File: src/rtl/pce_pkg.sv
package pce_pkg;

    localparam int PC_W   = 10;
    localparam int CODE_W = 6;

    typedef enum logic [CODE_W-1:0] {
        OP_LD_CFG    = 6'b000000,
        OP_LD_ENC    = 6'b000011,
        OP_RD_CFG    = 6'b000100,
        OP_RD_ENC    = 6'b000101,
        OP_INC       = 6'b000110,
        OP_PGM_ERASE = 6'b001000,
        OP_PGM_ONLY  = 6'b001010,
        OP_BULK      = 6'b001011
    } opcode_e;

    typedef enum logic [1:0] {
        ST_IDLE   = 2'd0,
        ST_BUSY   = 2'd1,
        ST_COMMIT = 2'd2
    } state_e;

    typedef enum logic {
        TGT_CFG = 1'b0,
        TGT_ENC = 1'b1
    } target_e;

endpackage

File: src/rtl/pce_prog_timer.sv
module pce_prog_timer #(
    parameter int CYCLES = 80000
) (
    input  logic clk,
    input  logic rst_n,
    input  logic start,
    output logic running,
    output logic done
);
    localparam int CW = $clog2(CYCLES + 1);

    logic [CW-1:0] cnt_q;
    logic          run_q;

    always_ff @(posedge clk or negedge rst_n) begin
        if (!rst_n) begin
            cnt_q <= '0;
            run_q <= 1'b0;
        end else if (start && !run_q) begin
            cnt_q <= CW'(CYCLES - 1);
            run_q <= 1'b1;
        end else if (run_q) begin
            if (cnt_q == '0) begin
                run_q <= 1'b0;
            end else begin
                cnt_q <= cnt_q - 1'b1;
            end
        end
    end

    assign running = run_q;
    assign done    = run_q && (cnt_q == '0);

endmodule

File: src/rtl/pce_enc_array.sv
module pce_enc_array #(
    parameter int DEPTH = 64,
    parameter int W     = 8
) (
    input  logic                     clk,
    input  logic                     rst_n,
    input  logic                     fill,
    input  logic                     wr_en,
    input  logic                     wr_and,
    input  logic [$clog2(DEPTH)-1:0] wr_idx,
    input  logic [W-1:0]             wr_data,
    input  logic [$clog2(DEPTH)-1:0] rd_idx,
    output logic [W-1:0]             rd_data
);
    localparam int IW = $clog2(DEPTH);

    logic [W-1:0] cell_q [DEPTH];

    for (genvar g = 0; g < DEPTH; g++) begin : g_cell
        always_ff @(posedge clk or negedge rst_n) begin
            if (!rst_n) begin
                cell_q[g] <= '0;
            end else if (fill) begin
                cell_q[g] <= '1;
            end else if (wr_en && (wr_idx == IW'(g))) begin
                cell_q[g] <= wr_and ? (cell_q[g] & wr_data) : wr_data;
            end
        end
    end

    assign rd_data = cell_q[rd_idx];

endmodule

File: src/rtl/pce_cfg_array.sv
module pce_cfg_array #(
    parameter int          RES_DEPTH = 8,
    parameter int          W         = 12,
    parameter logic [W-1:0] WORD_INIT = 12'h0A1
) (
    input  logic                         clk,
    input  logic                         rst_n,
    input  logic                         wr_en,
    input  logic                         wr_and,
    input  logic                         wr_shared,
    input  logic [$clog2(RES_DEPTH)-1:0] wr_idx,
    input  logic [W-1:0]                 wr_data,
    input  logic                         rd_shared,
    input  logic [$clog2(RES_DEPTH)-1:0] rd_idx,
    output logic [W-1:0]                 rd_data,
    output logic [W-1:0]                 word_q
);
    localparam int IW = $clog2(RES_DEPTH);

    logic [W-1:0] res_q [RES_DEPTH];

    always_ff @(posedge clk or negedge rst_n) begin
        if (!rst_n) begin
            word_q <= WORD_INIT;
        end else if (wr_en && wr_shared) begin
            word_q <= wr_and ? (word_q & wr_data) : wr_data;
        end
    end

    for (genvar g = 0; g < RES_DEPTH; g++) begin : g_res
        always_ff @(posedge clk or negedge rst_n) begin
            if (!rst_n) begin
                res_q[g] <= '0;
            end else if (wr_en && !wr_shared && (wr_idx == IW'(g))) begin
                res_q[g] <= wr_and ? (res_q[g] & wr_data) : wr_data;
            end
        end
    end

    assign rd_data = rd_shared ? word_q : res_q[rd_idx];

endmodule

File: src/rtl/pce_cmd_exec.sv
module pce_cmd_exec
    import pce_pkg::*;
#(
    parameter int              DATA_W      = 12,
    parameter int              ENC_W       = 8,
    parameter int              ENC_DEPTH   = 64,
    parameter int              ENC_AW      = 8,
    parameter int              CFG_RES     = 8,
    parameter int              PROT_BIT    = 6,
    parameter logic [DATA_W-1:0] CFG_INIT  = 12'h0A1,
    parameter int              PROG_CYCLES = 80000
) (
    input  logic              clk,
    input  logic              rst_n,
    input  logic              mode_enter,
    input  logic              cmd_valid,
    input  logic [5:0]        cmd_code,
    input  logic [DATA_W-1:0] cmd_data,
    output logic              rd_valid,
    output logic [DATA_W-1:0] rd_word,
    output logic              busy
);
    localparam int               EIW       = $clog2(ENC_DEPTH);
    localparam int               CRW       = $clog2(CFG_RES);
    localparam logic [ENC_AW-1:0] ENC_LIMIT = ENC_AW'(ENC_DEPTH);
    localparam logic [PC_W-1:0]  CFG_LIMIT = PC_W'(2 * CFG_RES);
    localparam logic [PC_W-1:0]  PC_ENTRY  = '1;

    state_e            state_q, state_d;
    logic [PC_W-1:0]   pc_q, addr_q;
    logic [DATA_W-1:0] latch_q, wdata_q;
    logic              latch_full_q, bulk_arm_q, and_mode_q, bulk_op_q;
    target_e           latch_tgt_q, tgt_q;

    // command decode
    logic live, is_ld_cfg, is_ld_enc, is_rd_cfg, is_rd_enc, is_inc, is_bulk, is_pgm, pgm_go;
    assign live      = cmd_valid && !mode_enter;
    assign is_ld_cfg = live && (cmd_code == OP_LD_CFG);
    assign is_ld_enc = live && (cmd_code == OP_LD_ENC);
    assign is_rd_cfg = live && (cmd_code == OP_RD_CFG);
    assign is_rd_enc = live && (cmd_code == OP_RD_ENC);
    assign is_inc    = live && (cmd_code == OP_INC);
    assign is_bulk   = live && (cmd_code == OP_BULK);
    assign is_pgm    = live && ((cmd_code == OP_PGM_ERASE) || (cmd_code == OP_PGM_ONLY));
    assign pgm_go    = is_pgm && (state_q == ST_IDLE) && (latch_full_q || bulk_arm_q);

    // program cycle timer
    logic tmr_running, tmr_done;
    pce_prog_timer #(.CYCLES(PROG_CYCLES)) u_timer (
        .clk     (clk),
        .rst_n   (rst_n),
        .start   (pgm_go),
        .running (tmr_running),
        .done    (tmr_done)
    );

    // memories
    logic [ENC_W-1:0]  enc_rd;
    logic [DATA_W-1:0] cfg_rd, cfg_word;
    logic              enc_we, enc_fill, cfg_we, unprotect, prot_n;
    logic              commit, a_enc_hit, a_cfg_hit, a_shared, cfg_flip;

    assign prot_n    = cfg_word[PROT_BIT];
    assign commit    = (state_q == ST_COMMIT);
    assign a_enc_hit = addr_q[ENC_AW-1:0] < ENC_LIMIT;
    assign a_cfg_hit = addr_q < CFG_LIMIT;
    assign a_shared  = addr_q[CRW];
    assign cfg_flip  = wdata_q[PROT_BIT] != cfg_word[PROT_BIT];

    assign enc_we    = commit && !bulk_op_q && (tgt_q == TGT_ENC) && a_enc_hit && prot_n;
    assign cfg_we    = commit && !bulk_op_q && (tgt_q == TGT_CFG) && a_cfg_hit
                       && (!a_shared || cfg_flip);
    assign unprotect = cfg_we && a_shared && !and_mode_q
                       && wdata_q[PROT_BIT] && !cfg_word[PROT_BIT];
    assign enc_fill  = (commit && bulk_op_q && prot_n) || unprotect;

    pce_enc_array #(.DEPTH(ENC_DEPTH), .W(ENC_W)) u_enc (
        .clk     (clk),
        .rst_n   (rst_n),
        .fill    (enc_fill),
        .wr_en   (enc_we),
        .wr_and  (and_mode_q),
        .wr_idx  (addr_q[EIW-1:0]),
        .wr_data (wdata_q[ENC_W-1:0]),
        .rd_idx  (pc_q[EIW-1:0]),
        .rd_data (enc_rd)
    );

    pce_cfg_array #(.RES_DEPTH(CFG_RES), .W(DATA_W), .WORD_INIT(CFG_INIT)) u_cfg (
        .clk       (clk),
        .rst_n     (rst_n),
        .wr_en     (cfg_we),
        .wr_and    (and_mode_q),
        .wr_shared (a_shared),
        .wr_idx    (addr_q[CRW-1:0]),
        .wr_data   (wdata_q),
        .rd_shared (pc_q[CRW]),
        .rd_idx    (pc_q[CRW-1:0]),
        .rd_data   (cfg_rd),
        .word_q    (cfg_word)
    );

    // state machine
    always_comb begin
        state_d = state_q;
        unique case (state_q)
            ST_IDLE:   if (pgm_go)   state_d = ST_BUSY;
            ST_BUSY:   if (tmr_done) state_d = ST_COMMIT;
            ST_COMMIT:               state_d = ST_IDLE;
            default:                 state_d = ST_IDLE;
        endcase
    end

    always_ff @(posedge clk or negedge rst_n) begin
        if (!rst_n) state_q <= ST_IDLE;
        else        state_q <= state_d;
    end

    // counter, latch and captured program operands
    always_ff @(posedge clk or negedge rst_n) begin
        if (!rst_n) begin
            pc_q         <= PC_ENTRY;
            latch_q      <= '0;
            latch_full_q <= 1'b0;
            latch_tgt_q  <= TGT_CFG;
            bulk_arm_q   <= 1'b0;
            addr_q       <= '0;
            wdata_q      <= '0;
            tgt_q        <= TGT_CFG;
            and_mode_q   <= 1'b0;
            bulk_op_q    <= 1'b0;
        end else if (mode_enter) begin
            pc_q         <= PC_ENTRY;
            latch_full_q <= 1'b0;
            bulk_arm_q   <= 1'b0;
        end else begin
            if (is_ld_cfg) begin
                latch_q      <= cmd_data;
                latch_full_q <= 1'b1;
                latch_tgt_q  <= TGT_CFG;
                pc_q         <= PC_ENTRY;
            end
            if (is_ld_enc) begin
                latch_q      <= {{(DATA_W-ENC_W){1'b0}}, cmd_data[ENC_W-1:0]};
                latch_full_q <= 1'b1;
                latch_tgt_q  <= TGT_ENC;
            end
            if (is_inc)  pc_q <= pc_q + 1'b1;
            if (is_bulk) bulk_arm_q <= 1'b1;
            if (pgm_go) begin
                addr_q     <= pc_q;
                wdata_q    <= latch_q;
                tgt_q      <= latch_tgt_q;
                and_mode_q <= (cmd_code == OP_PGM_ONLY);
                bulk_op_q  <= bulk_arm_q;
                if (bulk_arm_q) bulk_arm_q   <= 1'b0;
                else            latch_full_q <= 1'b0;
            end
        end
    end

    // read outputs
    logic [DATA_W-1:0] cfg_view, enc_view;
    assign cfg_view = (pc_q < CFG_LIMIT) ? cfg_rd : '0;
    assign enc_view = ((pc_q[ENC_AW-1:0] < ENC_LIMIT) && prot_n)
                      ? {{(DATA_W-ENC_W){1'b0}}, enc_rd} : '0;

    always_ff @(posedge clk or negedge rst_n) begin
        if (!rst_n) begin
            rd_valid <= 1'b0;
            rd_word  <= '0;
        end else begin
            rd_valid <= is_rd_cfg || is_rd_enc;
            if (is_rd_cfg)      rd_word <= cfg_view;
            else if (is_rd_enc) rd_word <= enc_view;
        end
    end

    assign busy = (state_q != ST_IDLE) || tmr_running;

endmodule

File: config.mk
export PLATFORM = sky130hd
export DESIGN_NAME = pce_cmd_exec
export DESIGN_NICKNAME = d
export VERILOG_FILES = /design/src/rtl/pce_pkg.sv /design/src/rtl/pce_prog_timer.sv /design/src/rtl/pce_enc_array.sv /design/src/rtl/pce_cfg_array.sv /design/src/rtl/pce_cmd_exec.sv
export SDC_FILE = /design/constraint.sdc
export NUM_CORES = 1
export LEC_CHECK = 0
export BUFFER_PORTS_ARGS = -buffer_cell sky130_fd_sc_hd__buf_2
export CAP_MARGIN = 25
export CORE_MARGIN = 2
export CORE_UTILIZATION = 60
export CTS_CLUSTER_SIZE = 30
export DETAILED_ROUTE_END_ITERATION = 12
export GPL_TIMING_DRIVEN = 0
export PLACE_DENSITY = 0.76
export REMOVE_ABC_BUFFERS = 1
export SYNTH_ARGS = -nofsm -noshare
export SYNTH_HDL_FRONTEND = slang
export SYNTH_SLANG_ARGS = --single-unit
export TNS_END_PERCENT = 20
File: constraint.sdc
create_clock -name clk -period 3.36 [get_ports clk]
set_input_delay 0.672 -clock clk [delete_from_list [all_inputs] [get_ports clk]]
set_output_delay 0.672 -clock clk [all_outputs]
set_load 0.01 [all_outputs]
==> impl_metrics.yaml, run 1 <==
timing:
  period_share_pct: 101
  hold_viol: 0
  drv_slew: 0
  slew_headroom_pct: 35.0
  tightest_slew_ns: 0.975
  setup-violations-final: 3
  layout_setup_ws_ns: -0.0201
  period_needed_ns: 3.38
  skew_ns: 0.0158
  hold_ws_ns: 0.239
  max_freq_mhz: 296
  rsz0062_at_grt: "yes"
layout:
  regArea_mm2: 0.0177
  layout-drive-gt1-share_pct: 15.3
  insertedDiodeCount: 0
  final_cell_mix: "nand2_1 (699), dfrtp_1 (681), o22ai_1 (514), nor2_1 (407), mux4_2 (136)"
  multiInputGateArea_mm2: 0.0139
  fin_area_mm2: 0.0364
  fillers: 3896
  area.growth.synth_to_final_pct: 11.8
  fin_cells: 3828
  fin_util_pct: 67.7
  final_common_cell: "nand2_1"
  nets: 3098
setup_path:
  path_common_cell: "mux4_2"
  path_cells: "buf_16 > mux4_2 > mux4_2 > nor2b_1 > nor4_2 > o31ai_1"
  cp.arrival_ns: 3.86
  cpMaxStageDelayCell: "dfstp_4"
  ff2ff_setup_slack_ns: -0.02
  crit_fanout: 52
  cp_slowest_stage_delay_ns: 0.93
  r2r_start: "pc_q[0]$_DFFE_PN1P_"
  path_buf_inv: 1
  crit_path_end_kind: "register"
  critPathTopFamily: "multiplexers"
  r2r_cells: 6
  worstReg2RegEnd: "rd_word[7]$_DFFE_PN0P_"
  required_ns: 3.84
  crit_type: "reg2reg"
  start_kind: "register"
clocking:
  cts.sinks: 703
  clk_pin_slew_ns: 0.06
  cts_buffers: 74
  htreeDepth: 3
  clk_latency_ns: 0.63
  max-clock-path-buffers: 3
  cts_root_buf: "clkbuf_16"
  cts_tree: "yes"
drt:
  drt.antenna.violating_nets: 0
  drc_errors: 0
  drt_iter0_drc: 3553
  avgViaCountPerCell: 6.85
  dr.pass1.iters: 6
  routed_wl_mm: 94.5
  vias: 26200
  routedWlPerCell_um: 24.7
worst_hold_path:
  holdCritPathClass: "in2reg"
  hp-start: "cmd_data[0]"
  hold_depth: 3
  min_to: "latch_q[0]$_DFFE_PN0P_"
grt:
  grt.overflow.total: 0
  gr-usage-all-layers_pct: 34.1
  grt_max_degree: 128
  antenna_found_initial: 1
  first_global_vias: 26200
  grt_pass1_wl_mm: 150
synth:
  synthArstFlopShare_pct: 100
  syn_inst: 3143
  yosysWarnings: 0
  avgSynthCellArea_um2: 10.4
  synth_area_mm2: 0.0325
  synth_seq_area_share_pct: 54.1
  ys_ff_latch: 703
  synthFlopType: "dfrtp_1"
  synth_cell_types: 62
  synth_edf_count: 0
power_and_ir_drop:
  p_leak_nw: 19.8
  ir_worst_vdd_mv: 0.444
  finalPower_mw: 17.9
  power.density_mw_per_mm2: 491
floorplan:
  coreArea_mm2: 0.0537
  dieArea_mm2: 0.0561
  start_util_pct: 60.6
  io_pins: 36
  die_h_um: 237
  chipWidth_um: 237
  rows: 85
place:
  place_area_mm2: 0.0336
  place.gp.congestion: 0.863
  hpwlAfterDp_mm: 59.0
  placed_cells: 3680
  portBuffers: 35
run_status:
  status: "complete, but fails checks"
  violations: "negative setup slack"
flow_run:
  max_cap_violations: 0
-- state kept, by name, indices dropped and copies added (netlist names), 2 cells and up --
name / flops
addr_q: 10
u_cfg.word_q: 12
latch_q: 12
wdata_q: 12
u_enc.cell_q: 512
state_q: 2
rd_word: 12
pc_q: 10
u_cfg.res_q: 96
u_timer.cnt_q: 17
-- worst max-delay path by stage --
stage | from | end | cells after the start
3_5_place_dp | bulk_op_q$_DFFE_PN0P_ | u_enc.cell_q[384]$_DFFE_PN0P_ | 10
6_report | pc_q[0]$_DFFE_PN1P_ | rd_word[7]$_DFFE_PN0P_ | 6
5_1_grt | pc_q[0]$_DFFE_PN1P_ | rd_word[7]$_DFFE_PN0P_ | 6
2_1_floorplan | and_mode_q$_DFFE_PN0P_ | u_enc.cell_q[414]$_DFFE_PN0P_ | 3
4_1_cts | state_q[0]$_DFFE_PN0P_ | u_enc.cell_q[37]$_DFFE_PN0P_ | 6
3_3_place_gp | and_mode_q$_DFFE_PN0P_ | u_enc.cell_q[414]$_DFFE_PN0P_ | 3
-- synth_stat cells (all sizes together), types with 13 or more instances --
cell / number / share of area [%]
nand2b: 23 / 0.44
nor3: 15 / 0.25
mux2: 21 / 0.74
o21ai: 35 / 0.54
mux2i: 48 / 1.5
a21oi: 33 / 0.51
nand3: 24 / 0.37
mux4: 136 / 9.4
o22ai: 514 / 9.9
nor4: 27 / 1.3
dfstp: 13 / 1.0
clkbuf: 136 / 1.6
nor2: 438 / 5.2
a22oi: 14 / 0.32
buf: 99 / 1.7
nor2b: 17 / 0.33
dfrtp: 690 / 53
nand2: 724 / 8.5
-- power breakdown --
part / internal, mW / switching (mW)
sequential: 8.51 / 0.0777
combinational: 0.192 / 0.422
clock: 5.22 / 3.44
total: 13.9 / 3.94
-- final cells by class --
| cell class | count | area share (%) |
|---|---|---|
| inverters | 12 | 0.124 |
| flip-flops and latches | 703 | 48.5 |
| clock buffers | 120 | 6.63 |
| repair buffers | 88 | 3.48 |
| multi-input cells | 2193 | 38.3 |
| well taps | 696 | 2.39 |
| clock inverters | 16 | 0.530 |
-- worst min-delay path: stages --
cell	delay, ns
buf_2	0.08
nand2_1	0.04
nand2_1	0.04
-- cells by family after synthesis --
family                   share of synthesized area [%]
multiplexers                                      11.6
flip-flops                                        54.1
buffers and inverters                             3.44
AND/OR/NAND/NOR                                   17.4
XOR/XNOR                                         0.458
adder cells (fa/ha/maj)                          0.154
AO/OA/AOI/OAI                                     12.8
-- timing repair --
| action | in CTS | in global routing |
|---|---|---|
| pin swaps | 1 | 7 |
| hold buffers | 1 | 0 |
| setup endpoints to repair | 570 | 230 |
| hold endpoints to repair | 45 | 0 |
| buffers inserted | 1 | 10 |
| resized for setup | 15 | 11 |
-- per-stage QoR --
step	TNS [ns]	setup WS [ns]
finish	-0.0390	-0.0201
global route	-0.214	-0.0676
CTS	0	0.0120
detailed placement	-151.73	-0.507
global placement	-	-28.70
floorplan	-8918.11	-17.85
-- per-layer routing --
layer  vias to the layer above  part of all wire, %  GRT usage [%]  routed length (µm)
met5                         -                0.014              0                  13
met4                         2                  5.9           18.8                5560
met3                       324                  9.3           6.70                8740
met2                      1557                   47           53.0               44400
met1                     13200                   38           45.9               35700
li1                      11100                    -              -                   -
(Power assumes the default switching activity.)
==> inputs of run 2 (changes only) <==
--- a/config.mk
+++ b/config.mk
@@ -6,7 +6,7 @@
 export NUM_CORES = 1
 export LEC_CHECK = 0
 export BUFFER_PORTS_ARGS = -buffer_cell sky130_fd_sc_hd__buf_2
-export CAP_MARGIN = 25
+export CAP_MARGIN = 15
 export CORE_MARGIN = 2
 export CORE_UTILIZATION = 60
 export CTS_CLUSTER_SIZE = 30
==> constraint.sdc (replaced) <==
create_clock -name clk -period 3.36 [get_ports clk]
set_input_delay 0.168 -clock clk [delete_from_list [all_inputs] [get_ports clk]]
set_output_delay 0.168 -clock clk [all_outputs]
set_load 0.01 [all_outputs]
==> impl_metrics.yaml, run 2 (synthesis gave the netlist of run 1 again) <==
layout:
  fin_util_pct: 67.9
  largest_reg_flops: 512
  final_common_cell: "nand2_1"
  regMostFlops: "u_enc.cell_q"
  area.growth.synth_to_final_pct: 12.1
  largestRegisters: "u_enc.cell_q x512, u_cfg.res_q x96, u_timer.cnt_q x17"
  nets: 3110
  fin_cells: 3837
  insertedDiodeCount: 0
  layout-drive-gt1-share_pct: 15.1
  fillers: 3836
  final_cell_mix: "nand2_1 (699), dfrtp_1 (681), o22ai_1 (514), nor2_1 (406), mux4_2 (136)"
timing:
  max_freq_mhz: 297
  period_share_pct: 100
  skew_ns: 0.0177
  slew_headroom_pct: 33.3
  layout_setup_ws_ns: -0.00238
  period_needed_ns: 3.36
  drv_slew: 0
  setup-violations-final: 1
  tightest_slew_ns: 1.00
  hold_ws_ns: 0.0321
  hold_viol: 0
  final.setup.tns_ns: -0.00238
clocking:
  cts_tree: "yes"
  clk_latency_ns: 0.63
  htreeDepth: 3
  max-clock-path-buffers: 3
  clk_pin_slew_ns: 0.06
  cts_buffers: 73
  cts_root_buf: "clkbuf_16"
  cts.sinks: 703
power_and_ir_drop:
  ir_worst_vdd_mv: 0.489
  p_leak_nw: 19.9
  p_sw_mw: 3.92
  pwr-share-clk_pct: 47.9
  power.density_mw_per_mm2: 486
  comb_power_share_pct: 3.6
  pwr-share-seq_pct: 48.5
  finalPower_mw: 17.7
  p_sw_share_pct: 22.1
  internal_power_mw: 13.8
worst_hold_path:
  hp-start: "cmd_code[2]"
  hold_depth: 3
  min_to: "pc_q[1]$_DFFE_PN1P_"
  holdCritPathClass: "in2reg"
floorplan:
  dieArea_mm2: 0.0561
  io_pins: 36
  rows: 85
  chipWidth_um: 237
  start_util_pct: 60.6
  die_h_um: 237
  coreArea_mm2: 0.0537
setup_path:
  start_kind: "register"
  r2r_start: "state_q[0]$_DFFE_PN0P_"
  crit_path_end_kind: "register"
  ff2ff_setup_slack_ns: -0.002
  cp.arrival_ns: 3.92
  crit_type: "reg2reg"
  r2r_cells: 6
  worstReg2RegEnd: "u_enc.cell_q[200]$_DFFE_PN0P_"
  crit_fanout: 16
  required_ns: 3.92
grt:
  grt.overflow.total: 0
  grt_max_degree: 128
  gr-usage-all-layers_pct: 34.0
  grt_pass1_wl_mm: 149
  first_global_vias: 26400
  antenna_found_initial: 1
drt:
  dr.pass1.iters: 5
  vias: 26300
  drc_errors: 0
  routedWlPerCell_um: 24.5
  drt_iter0_drc: 3174
  avgViaCountPerCell: 6.85
  drt.antenna.violating_nets: 0
  routed_wl_mm: 94.2
flow_run:
  max_cap_violations: 0
place:
  hpwlAfterDp_mm: 58.9
  portBuffers: 35
  placed_cells: 3679
  place.gp.congestion: 0.863
run_status:
  status: "complete, but fails checks"
  violations: "negative setup slack"
## run 2: cell count changes in the layout (fill, tap and decap cells not counted), moves of 3 or more
cell           delta
dlygate4sd3_1    +17
clkbuf_8          -8
buf_4             -7
clkinv_2          +3
nor2_2            +3
## run 2: critical path, cell delays in order (launching register included)
cell and delay (ns):
dfrtp_1 0.44, nand4b_4 0.59, nor4_4 0.93, nand2_1 0.43, nor2_1 0.59, o22ai_1 0.19
nand2_1 0.11
## run 2: layout make-up
class | count | area [µm²] | area share [%]
Clock buffer | 110 | 2250 | 6.17
Clock inverter | 22 | 274 | 0.751
Inverter | 12 | 45.0 | 0.124
Multi-Input combinational cell | 2193 | 13900 | 38.2
Sequential cell | 703 | 17700 | 48.4
Tap cell | 696 | 871 | 2.39
Timing Repair Buffer | 101 | 1450 | 3.96
## run 2: per-stage QoR
stage | cell area (µm²) | setup slack, ns
6_report | 36500 | -0.00238
5_1_grt | 36500 | -0.0000728
2_1_floorplan | 31500 | -17.85
4_1_cts | 36300 | 0.0199
3_3_place_gp | 32500 | -28.70
3_5_place_dp | 33500 | -0.505
## run 2: what timing repair did
action,4_1_cts,5_1_grt
hold endpoints to repair,315,0
pin swaps,1,8
cloned,0,1
setup endpoints to repair,575,223
resized for setup,14,12
hold buffers,18,0
buffers inserted,1,5
## run 2: worst max path at each step
| stage | to | cells past startpoint | slack [ns] | start |
|---|---|---|---|---|
| 3_3_place_gp | u_enc.cell_q[414]$_DFFE_PN0P_ | 3 | -28.70 | and_mode_q$_DFFE_PN0P_ |
| 3_5_place_dp | u_enc.cell_q[384]$_DFFE_PN0P_ | 10 | -0.51 | bulk_op_q$_DFFE_PN0P_ |
| 2_1_floorplan | u_enc.cell_q[414]$_DFFE_PN0P_ | 3 | -17.85 | and_mode_q$_DFFE_PN0P_ |
| 5_1_grt | rd_word[7]$_DFFE_PN0P_ | 7 | -0.00007 | pc_q[2]$_DFFE_PN1P_ |
| 6_report | u_enc.cell_q[200]$_DFFE_PN0P_ | 6 | -0.002 | state_q[0]$_DFFE_PN0P_ |
| 4_1_cts | rd_word[7]$_DFFE_PN0P_ | 6 | 0.02 | pc_q[0]$_DFFE_PN1P_ |
## run 2: routing by layer
layer | vias up | part of all wire (%) | global-route usage, %
li1 | 11200 | - | -
met1 | 13200 | 38 | 45.0
met2 | 1568 | 47 | 52.9
met3 | 356 | 9.3 | 7.32
met4 | 2 | 6.0 | 19.2
met5 | - | 0.011 | 0
## run 2: power by group through the flow
stage	Combinational [mW]	Sequential, mW	Clock [mW]
floorplan	0.209	8.77	0
global placement	0.460	8.84	0
detailed placement	0.580	8.76	0
CTS	0.602	8.60	8.58
global route	0.704	8.59	8.93
finish	0.646	8.60	8.50
